**config.mk**
```make
export PLATFORM = sky130hd
export DESIGN_NAME = bus_master_seq
export DESIGN_NICKNAME = d
export VERILOG_FILES = /design/src/rtl/bms_pkg.sv /design/src/rtl/bms_seq.sv /design/src/rtl/bms_bus_drv.sv /design/src/rtl/bms_rd_cap.sv /design/src/rtl/bus_master_seq.sv
export SDC_FILE = /design/constraint.sdc
export NUM_CORES = 1
export LEC_CHECK = 0
export CAP_MARGIN = 5
export CORE_UTILIZATION = 25
export CTS_CLUSTER_SIZE = 8
export DETAILED_ROUTE_END_ITERATION = 16
export DONT_BUFFER_PORTS = 1
export HOLD_SLACK_MARGIN = 0.15
export PLACE_DENSITY = 0.49
export RECOVER_POWER = 100
export SLEW_MARGIN = 20
export SYNTH_ARGS = -nofsm -noshare
export SYNTH_HDL_FRONTEND = slang
export SYNTH_SLANG_ARGS = --single-unit
```
**constraint.sdc**
```tcl
create_clock -name clk -period 3.72 [get_ports clk]
set_clock_uncertainty 0.05 [all_clocks]
set_input_delay 0.372 -clock clk [delete_from_list [all_inputs] [get_ports clk]]
set_output_delay 0.372 -clock clk [all_outputs]
set_load 0.02 [all_outputs]
```
**src/rtl/bms_pkg.sv**
```systemverilog
package bms_pkg;

    typedef enum logic [1:0] {
        PH_IDLE = 2'd0,
        PH_ADDR = 2'd1,
        PH_CMD  = 2'd2,
        PH_DATA = 2'd3
    } phase_e;

    function automatic logic in_cmd_window(input phase_e p);
        return (p == PH_CMD) || (p == PH_DATA);
    endfunction

endpackage

```
**src/rtl/bms_seq.sv**
```systemverilog
module bms_seq
    import bms_pkg::*;
(
    input  logic   clk,
    input  logic   rst_n,
    input  logic   req,
    input  logic   req_wr,
    output phase_e phase_q_o,
    output phase_e phase_nx_o,
    output logic   wr_q_o,
    output logic   wr_nx_o,
    output logic   accept_o,
    output logic   busy_o,
    output logic   done_o
);

    typedef struct packed {
        phase_e phase;
        logic   wr;
        logic   done;
    } seq_t;

    seq_t s_d, s_q;
    logic accept;

    always_comb begin
        s_d      = s_q;
        s_d.done = 1'b0;
        accept   = req && (s_q.phase == PH_IDLE);
        case (s_q.phase)
            PH_IDLE: begin
                if (accept) begin
                    s_d.phase = PH_ADDR;
                    s_d.wr    = req_wr;
                end
            end
            PH_ADDR: s_d.phase = PH_CMD;
            PH_CMD:  s_d.phase = PH_DATA;
            PH_DATA: begin
                s_d.phase = PH_IDLE;
                s_d.done  = 1'b1;
            end
            default: s_d.phase = PH_IDLE;
        endcase
    end

    always_ff @(posedge clk) begin
        if (!rst_n) begin
            s_q.phase <= PH_IDLE;
            s_q.wr    <= 1'b0;
            s_q.done  <= 1'b0;
        end else begin
            s_q <= s_d;
        end
    end

    assign phase_q_o  = s_q.phase;
    assign phase_nx_o = s_d.phase;
    assign wr_q_o     = s_q.wr;
    assign wr_nx_o    = s_d.wr;
    assign accept_o   = accept;
    assign busy_o     = (s_q.phase != PH_IDLE);
    assign done_o     = s_q.done;

    AST_DONE_SINGLE: assert property (@(posedge clk) disable iff (!rst_n)
        done_o |=> !done_o) else $error("done longer than one cycle");
    AST_BUSY_FROM_REQ: assert property (@(posedge clk) disable iff (!rst_n)
        $rose(busy_o) |-> $past(req)) else $error("busy without request");
    AST_DIR_FROZEN: assert property (@(posedge clk) disable iff (!rst_n)
        (busy_o && $past(busy_o)) |-> $stable(wr_q_o)) else $error("direction changed");

endmodule

```
**src/rtl/bms_bus_drv.sv**
```systemverilog
module bms_bus_drv
    import bms_pkg::*;
#(
    parameter int ADDR_W = 16,
    parameter int DATA_W = 16
) (
    input  logic              clk,
    input  logic              rst_n,
    input  logic              accept,
    input  logic [ADDR_W-1:0] cli_addr,
    input  logic [DATA_W-1:0] cli_wdata,
    input  phase_e            phase_nx,
    input  logic              wr_nx,
    output logic [ADDR_W-1:0] bus_addr,
    output logic [DATA_W-1:0] bus_dout,
    output logic              bus_ae,
    output logic              bus_rd,
    output logic              bus_wr
);

    localparam logic [ADDR_W-1:0] ADDR_ZERO = '0;
    localparam logic [DATA_W-1:0] DATA_ZERO = '0;

    typedef struct packed {
        logic [ADDR_W-1:0] addr;
        logic [DATA_W-1:0] dout;
        logic [DATA_W-1:0] wbuf;
        logic              ae;
        logic              rd;
        logic              wr;
    } drv_t;

    drv_t d_d, d_q;
    logic active_nx;
    logic cmd_nx;

    always_comb begin
        d_d       = d_q;
        active_nx = (phase_nx != PH_IDLE);
        cmd_nx    = in_cmd_window(phase_nx);
        if (accept) begin
            d_d.addr = cli_addr;
            d_d.wbuf = cli_wdata;
        end else if (!active_nx) begin
            d_d.addr = ADDR_ZERO;
        end
        d_d.ae   = active_nx;
        d_d.rd   = cmd_nx && !wr_nx;
        d_d.wr   = cmd_nx && wr_nx;
        d_d.dout = (cmd_nx && wr_nx) ? d_q.wbuf : DATA_ZERO;
    end

    always_ff @(posedge clk) begin
        if (!rst_n) begin
            d_q <= '0;
        end else begin
            d_q <= d_d;
        end
    end

    assign bus_addr = d_q.addr;
    assign bus_dout = d_q.dout;
    assign bus_ae   = d_q.ae;
    assign bus_rd   = d_q.rd;
    assign bus_wr   = d_q.wr;

    AST_RW_EXCL: assert property (@(posedge clk) disable iff (!rst_n)
        !(bus_rd && bus_wr)) else $error("read and write together");
    AST_ADDR_HELD: assert property (@(posedge clk) disable iff (!rst_n)
        (bus_ae && $past(bus_ae)) |-> $stable(bus_addr)) else $error("address moved");
    AST_RD_AFTER_AE: assert property (@(posedge clk) disable iff (!rst_n)
        $rose(bus_rd) |-> (bus_ae && $past(bus_ae) && !$past(bus_rd))) else $error("read early");
    AST_WR_DATA_HELD: assert property (@(posedge clk) disable iff (!rst_n)
        (bus_wr && $past(bus_wr)) |-> $stable(bus_dout)) else $error("write data moved");

endmodule

```
**src/rtl/bms_rd_cap.sv**
```systemverilog
module bms_rd_cap #(
    parameter int DATA_W = 16
) (
    input  logic              clk,
    input  logic              rst_n,
    input  logic              capture,
    input  logic [DATA_W-1:0] din,
    output logic [DATA_W-1:0] rdata
);

    typedef struct packed {
        logic [DATA_W-1:0] word;
    } cap_t;

    cap_t c_d, c_q;

    always_comb begin
        c_d = c_q;
        if (capture) begin
            c_d.word = din;
        end
    end

    always_ff @(posedge clk) begin
        if (!rst_n) begin
            c_q <= '0;
        end else begin
            c_q <= c_d;
        end
    end

    assign rdata = c_q.word;

    AST_CAPTURE_WORD: assert property (@(posedge clk) disable iff (!rst_n)
        $past(capture) |-> (rdata == $past(din))) else $error("capture lost");

endmodule

```
**src/rtl/bus_master_seq.sv**
```systemverilog
module bus_master_seq
    import bms_pkg::*;
#(
    parameter int ADDR_W = 16,
    parameter int DATA_W = 16
) (
    input  logic              clk,
    input  logic              rst_n,
    input  logic              cli_req,
    input  logic              cli_wr,
    input  logic [ADDR_W-1:0] cli_addr,
    input  logic [DATA_W-1:0] cli_wdata,
    output logic              cli_busy,
    output logic              cli_done,
    output logic [DATA_W-1:0] cli_rdata,
    output logic [ADDR_W-1:0] bus_addr,
    output logic              bus_ae,
    output logic              bus_rd,
    output logic              bus_wr,
    output logic [DATA_W-1:0] bus_dout,
    input  logic [DATA_W-1:0] bus_din
);

    phase_e phase_q;
    phase_e phase_nx;
    logic   wr_q;
    logic   wr_nx;
    logic   accept;
    logic   capture;

    bms_seq u_seq (
        .clk       (clk),
        .rst_n     (rst_n),
        .req       (cli_req),
        .req_wr    (cli_wr),
        .phase_q_o (phase_q),
        .phase_nx_o(phase_nx),
        .wr_q_o    (wr_q),
        .wr_nx_o   (wr_nx),
        .accept_o  (accept),
        .busy_o    (cli_busy),
        .done_o    (cli_done)
    );

    bms_bus_drv #(.ADDR_W(ADDR_W), .DATA_W(DATA_W)) u_drv (
        .clk      (clk),
        .rst_n    (rst_n),
        .accept   (accept),
        .cli_addr (cli_addr),
        .cli_wdata(cli_wdata),
        .phase_nx (phase_nx),
        .wr_nx    (wr_nx),
        .bus_addr (bus_addr),
        .bus_dout (bus_dout),
        .bus_ae   (bus_ae),
        .bus_rd   (bus_rd),
        .bus_wr   (bus_wr)
    );

    assign capture = (phase_q == PH_DATA) && !wr_q;

    bms_rd_cap #(.DATA_W(DATA_W)) u_cap (
        .clk    (clk),
        .rst_n  (rst_n),
        .capture(capture),
        .din    (bus_din),
        .rdata  (cli_rdata)
    );

    AST_IDLE_QUIET: assert property (@(posedge clk) disable iff (!rst_n)
        !cli_busy |-> (!bus_ae && !bus_rd && !bus_wr)) else $error("control active while idle");
    AST_DONE_ENDS_TXN: assert property (@(posedge clk) disable iff (!rst_n)
        cli_done |-> ($past(bus_ae) && !cli_busy)) else $error("done misplaced");
    AST_BUSY_WITH_AE: assert property (@(posedge clk) disable iff (!rst_n)
        cli_busy == bus_ae) else $error("busy and address enable disagree");

endmodule

```
==> run_results.csv, run 1 <==
group,metric,value,unit
run_status,status,"complete, no violations",
placement,dp.cells,360,
detailed_routing,wire_per_inst,13.1,µm
floorplanning,core-area,9910,µm²
floorplanning,die-area,10700,µm²
final_layout,fin_area,3100,µm²
cts,cts_buffers,9,
cts,cts_buffer_depth,2,
synthesis,synth_top_area_cell,"dfxtp_1",
pwr,pwr_density_cell,632,nW/µm²
cts,cts_setup_buffers,0,
detailed_routing,ant_nets,0,
detailed_routing,drtIter0Drc,44,
cts,cts_sinks,71,
timing,tns,0,ns
cts,ctsResizeCount,0,
critical_path,cp-end-kind,"flip-flop",
critical_path,path_buf_inv,1,
synthesis,ys_seq_area_share,55.0,%
synthesis,synth_area,2580,µm²
job,cap_violations,0,
final_layout,synthToLayoutAreaGrowth,20.0,%
final_layout,drive_above_1_share,6.87,%
synthesis,synthCells,273,
placement,dp_hpwl,3510,µm
floorplanning,die_y,104,µm
critical_path,path_depth,5,
pwr,p_seq_share,51.4,%
timing,hold_viol,0,
global_routing,grt_pass1_wl,8690,µm
critical_path,critPathLaunchType,"flip-flop",
synthesis,synth_warnings,0,
timing,worst_pin_slew,1.11,ns
critical_path,path_max_fanout,17,
floorplanning,row_count,36,
critical_path,cpLargestDelayFamily,"simple AND/OR/NAND/NOR gates",
final_layout,multi_input_comb_area,820,µm²
synthesis,synth_top_area_share,55.0,%
synthesis,synth_area_leaders,"dfxtp_1 (55%), buf_4 (10%), nand2_1 (9.4%)",
cts,path_clk_slew,0.07,ns
hold_path,whs_endpoint,"u_seq.phase_q_o[0]$_SDFF_PN0_",
pwr,pwr-share-clk,28.9,%
cts,cts.htree.levels,3,
cts,clkLatencyLatePin,0.33,ns
pwr,p_leak,1.16,nW
pwr,switchingPower,0.655,mW
critical_path,criticalPathCategory,"reg2reg",
hold_path,hp-class,"in2reg",
critical_path,worstPathArrival,2.83,ns
detailed_routing,vias_per_cell,4.11,
critical_path,slowest_delay,0.97,ns
hold_path,hp-start,"cli_req",
global_routing,grt_usage,10.7,%
timing,min_period,2.60,ns
global_routing,grt_pass1_vias,1765,
final_layout,seq_area,1420,µm²
global_routing,grt-ovfl-total,0,
critical_path,crit_chain,"inv_1 > ha_1 > nand2_1 > nor2_1 > a22o_1",
critical_path,cpMaxStageDelayCell,"nor2_1",
timing,fmaxAchievable,0.385,GHz
hold_path,holdPathStages,2,
critical_path,required,3.95,ns
placement,placed_area,2430,µm²
timing,setup_viol,0,
detailed_routing,wl,5550,µm
critical_path,r2r_slack,1.12,ns
final_layout,finalNetCount,342,
synthesis,postSynthAreaPerCell,9.46,µm²
synthesis,syn-num-nets,328,
critical_path,worst-r2r-cell-count,5,
cts,root_buffer,"clkbuf_8",
timing,finalCritPeriodShare,69.9,%
pwr,power.internal,1.30,mW
final_layout,final_cell_mix,"dfxtp_1 (71), nand2_1 (66), dlygate4sd3_1 (49)",
cts,cts_tree,"built",
final_layout,fillerInstances,1042,
timing,drv_slew,0,
timing,max_slew_margin,25.7,%
final_layout,final_common_cell,"dfxtp_1",
final_layout,final_cell_count_no_fill,424,
final_layout,diodes,0,
pwr,ir_drop,0.157,mV
synthesis,netlist-cell-type-count,25,
global_routing,grt_start_max_net_pins,36,
placement,gp_congestion,0.647,
final_layout,final_core_util,31.3,%
pwr,combPwrFrac,19.7,%
detailed_routing,first_pass_iters,4,
timing,rsz0062_at_grt,"no",
placement,portBuffers,0,
detailed_routing,drc,0,
floorplanning,initial_core_util,26.1,%
critical_path,reg2reg_from,"u_seq.phase_q_o[0]$_SDFF_PN0_",
detailed_routing,vias,1744,
synthesis,yosys_register_bits,71,
global_routing,antenna_found_initial,0,
critical_path,reg2reg_to,"u_drv.bus_addr[1]$_SDFFE_PN0P_",
floorplanning,pin_count,105,
floorplanning,die_x,104,µm
pwr,switching_share,33.4,%
## worst max-delay path by stage
stage / start / end / slack [ns]
2_1_floorplan: u_seq.phase_q_o[0]$_SDFF_PN0_ / u_drv.bus_addr[10]$_SDFFE_PN0P_ / 2.06
3_3_place_gp: u_seq.phase_q_o[0]$_SDFF_PN0_ / u_drv.bus_addr[0]$_SDFFE_PN0P_ / 1.39
3_5_place_dp: u_seq.phase_q_o[0]$_SDFF_PN0_ / u_drv.bus_addr[0]$_SDFFE_PN0P_ / 1.30
4_1_cts: u_seq.phase_q_o[0]$_SDFF_PN0_ / u_drv.bus_addr[0]$_SDFFE_PN0P_ / 1.29
5_1_grt: u_seq.phase_q_o[0]$_SDFF_PN0_ / u_drv.bus_addr[15]$_SDFFE_PN0P_ / 0.85
6_report: u_seq.phase_q_o[0]$_SDFF_PN0_ / u_drv.bus_addr[1]$_SDFFE_PN0P_ / 1.12
## per-stage QoR
step	worst slack, ns	hold slack [ns]	total power [mW]
3_5_place_dp	1.30	0.389	1.38
6_report	1.12	0.189	1.96
2_1_floorplan	2.06	0.380	1.37
5_1_grt	0.850	0.182	2.09
3_3_place_gp	1.39	0.390	1.37
4_1_cts	1.29	0.158	2.01
## cells in the mapped netlist (all sizes together)
| library cell | number |
|---|---|
| a21bo | 1 |
| a22o | 16 |
| nor2b | 1 |
| nand3 | 1 |
| inv | 5 |
| nand2 | 66 |
| ha | 3 |
| nor3 | 1 |
| nor2 | 3 |
| a211oi | 1 |
| o21ai | 1 |
| buf | 43 |
| and2 | 20 |
| nand2b | 1 |
| dfxtp | 71 |
| clkbuf | 3 |
| o21bai | 1 |
| or2 | 1 |
| a21oi | 34 |
## routing by layer
| metal | wire, µm | track usage (%) | share of wire, % |
|---|---|---|---|
| met5 | 0 | 0 | 0 |
| met3 | 452 | 5.10 | 8.2 |
| met2 | 2580 | 17.2 | 46 |
| met4 | 115 | 6.42 | 2.1 |
| met1 | 2400 | 11.2 | 43 |
## state kept, by name, summed over array words and instances, names as in the netlist
signal / flops
u_seq.done_o: 1
u_drv.d_q: 16
u_drv.bus_wr: 1
u_drv.bus_dout: 16
u_cap.rdata: 16
u_drv.bus_addr: 16
u_drv.bus_ae: 1
u_seq.phase_q_o: 2
u_drv.bus_rd: 1
u_seq.wr_q_o: 1
## power groups by stage
stage / clock, mW / sequential [mW] / combinational, mW
after global routing: 0.633 / 1.02 / 0.436
after global placement: 0 / 1.02 / 0.350
after detailed placement: 0 / 1.03 / 0.359
after CTS: 0.604 / 1.01 / 0.400
after floorplan: 0 / 0.956 / 0.413
final: 0.567 / 1.01 / 0.385
## worst register-to-register path: stages (launching register included)
cell	delay, ns
dfxtp_1	0.36
inv_1	0.10
ha_1	0.35
nand2_1	0.47
nor2_1	0.97
a22o_1	0.25
## kinds of logic after synthesis
kind of cell | count (synthesis) | share of synthesized area, %
fa+ha+maj | 3 | 1.45
simple gates | 94 | 16.3
flops | 71 | 55.0
buf+inv | 51 | 13.0
compound gates | 54 | 14.2
## timing repair
item | CTS | global route
hold endpoints to repair | 51 | 0
hold buffers | 49 | 0
setup endpoints to repair | 0 | 0
## layout make-up
class / count / area share (%)
sequential: 71 / 45.9
multi-input combinational: 151 / 26.4
timing repair buffer: 49 / 15.8
tap: 133 / 5.37
clock buffer: 12 / 5.33
inverter: 5 / 0.606
clock inverter: 3 / 0.565
Note: power is estimated with default switching activity, not from simulation.
==> inputs of run 2 (changes only) <==
Clock period 3.72 ns to 2.4 ns, I/O delays scaled along.
==> run 2 against run 1 <==
Sequential share of layout area fell by 1.7 points. Sequential cell count unchanged. Largest power group unchanged. Largest cell class unchanged. Total power increased by 72%. Via count up 4.3%. Design area grew 4.0%.
==> run_results.csv, run 2 (synthesized netlist as in run 1, its figures left out) <==
group,metric,value,unit
hold_path,hp-class,"in2reg",
placement,portBuffers,0,
final_layout,fin_area,3220,µm²
final_layout,diodes,0,
critical_path,path_max_fanout,16,
timing,hold_viol,0,
timing,setup_viol,0,
critical_path,crit_start,"u_seq.phase_q_o[0]$_SDFF_PN0_",
run_status,status,"complete, no violations",
cts,cts_tree,"built",
pwr,power,3.37,mW
timing,rsz0062_at_grt,"no",
floorplanning,die-area,10700,µm²
hold_path,hp-start,"cli_req",
final_layout,synthToLayoutAreaGrowth,24.8,%
timing,min_period,2.08,ns
global_routing,met1_usage,11.6,%
critical_path,critPathLaunchType,"flip-flop",
final_layout,multi_input_comb_area,822,µm²
global_routing,grt_pass1_wl,9000,µm
detailed_routing,vias_per_cell,4.22,
detailed_routing,drc,0,
job,cap_violations,0,
global_routing,top_usage_layer,"met2",
timing,finalCritPeriodShare,86.7,%
timing,max_slew_margin,30.9,%
detailed_routing,vias,1819,
timing,worst_pin_slew,1.03,ns
detailed_routing,first_pass_iters,4,
hold_path,whs_endpoint,"u_seq.wr_q_o$_SDFF_PN0_",
cts,cts_setup_buffers,0,
pwr,ir_drop,0.304,mV
cts,cts_sinks,71,
floorplanning,core-area,9910,µm²
final_layout,fillerInstances,1030,
timing,fmaxAchievable,0.481,GHz
final_layout,final_common_cell,"dfxtp_1",
critical_path,worstPathArrival,2.31,ns
placement,gp_congestion,0.683,
final_layout,seq_area,1420,µm²
critical_path,reg2reg_from,"u_seq.phase_q_o[0]$_SDFF_PN0_",
placement,placed_area,2460,µm²
detailed_routing,ant_nets,0,
floorplanning,initial_core_util,26.1,%
critical_path,r2r_slack,0.32,ns
detailed_routing,drtIter0Drc,60,
cts,cts_buffers,9,
final_layout,final_cell_mix,"dfxtp_1 (71), nand2_1 (65), dlygate4sd3_1 (51)",
critical_path,required,2.63,ns
critical_path,worst-r2r-cell-count,5,
final_layout,drive_above_1_share,8.72,%
pwr,p_leak,1.22,nW
cts,root_buffer,"clkbuf_8",
pwr,pwr_density_cell,1050,nW/µm²
critical_path,crit_chain,"inv_1 > ha_1 > nand2_2 > nor2_1 > a22o_1",
critical_path,criticalPathCategory,"reg2reg",
floorplanning,die_x,104,µm
cts,path_clk_slew,0.07,ns
placement,dp_hpwl,3650,µm
detailed_routing,wl,5760,µm
global_routing,grtUsageMet3,4.66,%
critical_path,cp-end-kind,"flip-flop",
cts,cts_buffer_depth,2,
detailed_routing,wire_per_inst,13.4,µm
floorplanning,row_count,36,
critical_path,reg2reg_to,"u_drv.bus_addr[0]$_SDFFE_PN0P_",
final_layout,finalNetCount,348,
final_layout,final_cell_count_no_fill,431,
placement,dp.cells,364,
global_routing,grt_pass1_vias,1802,
timing,tns,0,ns
global_routing,grt_usage,11.0,%
global_routing,grt-ovfl-total,0,
global_routing,antenna_found_initial,0,
critical_path,cpMaxStageDelayCell,"nor2_1",
timing,drv_slew,0,
cts,cts.htree.levels,3,
global_routing,grt_start_max_net_pins,35,
cts,clkLatencyLatePin,0.34,ns
global_routing,use_met2,18.7,%
critical_path,slowest_delay,0.79,ns
floorplanning,pin_count,105,
hold_path,holdPathStages,3,
floorplanning,die_y,104,µm
==> run 2: changes by cell type in the layout (fill, tap and decap cells not counted) <==
cell,change
nand2_1,-1
bufinv_16,+3
buf_4,+4
and2_0,-7
clkinv_4,+1
dlygate4sd3_1,+2
and2_1,+7
clkbuf_8,-2
inv_6,+1
clkinv_2,-2
nand2_2,+1
==> run 2: cell type report <==
cell class                 instances  share of cell area [%]
sequential                        71                    44.1
multi-input combinational        151                    25.5
timing repair buffer              55                    16.8
tap                              133                    5.17
clock buffer                      10                    4.27
clock inverter                     6                    3.57
inverter                           5                   0.583
==> run 2: worst max path at each step <==
| stage | end |
|---|---|
| finish | u_drv.bus_addr[0]$_SDFFE_PN0P_ |
| detailed placement | u_drv.bus_addr[14]$_SDFFE_PN0P_ |
| CTS | u_drv.bus_addr[1]$_SDFFE_PN0P_ |
| global placement | u_drv.bus_addr[12]$_SDFFE_PN0P_ |
| floorplan | u_drv.bus_addr[10]$_SDFFE_PN0P_ |
| global route | u_drv.d_q[3]$_SDFFE_PN0P_ |
==> run 2: where the power goes <==
part / internal (mW) / switching [mW]
clock network: 0.724 / 0.465
registers: 1.34 / 0.220
logic: 0.247 / 0.378
==> run 2: layer usage <==
| metal | part of all wire [%] | vias up | routed length, µm |
|---|---|---|---|
| met5 | 0 | - | 0 |
| met4 | 1.3 | 0 | 76 |
| met3 | 7.0 | 9 | 403 |
| met2 | 49 | 63 | 2820 |
| met1 | 43 | 853 | 2450 |
| li1 | - | 894 | - |
==> run 2: what timing repair did <==
action,CTS,global route
endpoints found under the hold margin,54,0
hold buffers,51,0
gates resized for setup,0,0
==> run 2: critical path: cells and delay by family, from the launching register on <==
kind,cells,cell delay [ns]
AND/OR/NAND/NOR,2,0.87
adder cells (fa/ha/maj),1,0.39
flip-flops,1,0.36
AO/OA/AOI/OAI,1,0.24
buffers and inverters,1,0.10
==> run 2: per-stage QoR <==
step                utilization [%]  worst slack (ns)  hold WS [ns]
floorplan                         -             0.744         0.315
global placement               24.8             0.408         0.317
detailed placement             24.8             0.301         0.319
CTS                            32.6             0.279         0.173
global route                   32.5             0.134         0.181
finish                         32.5             0.319         0.200
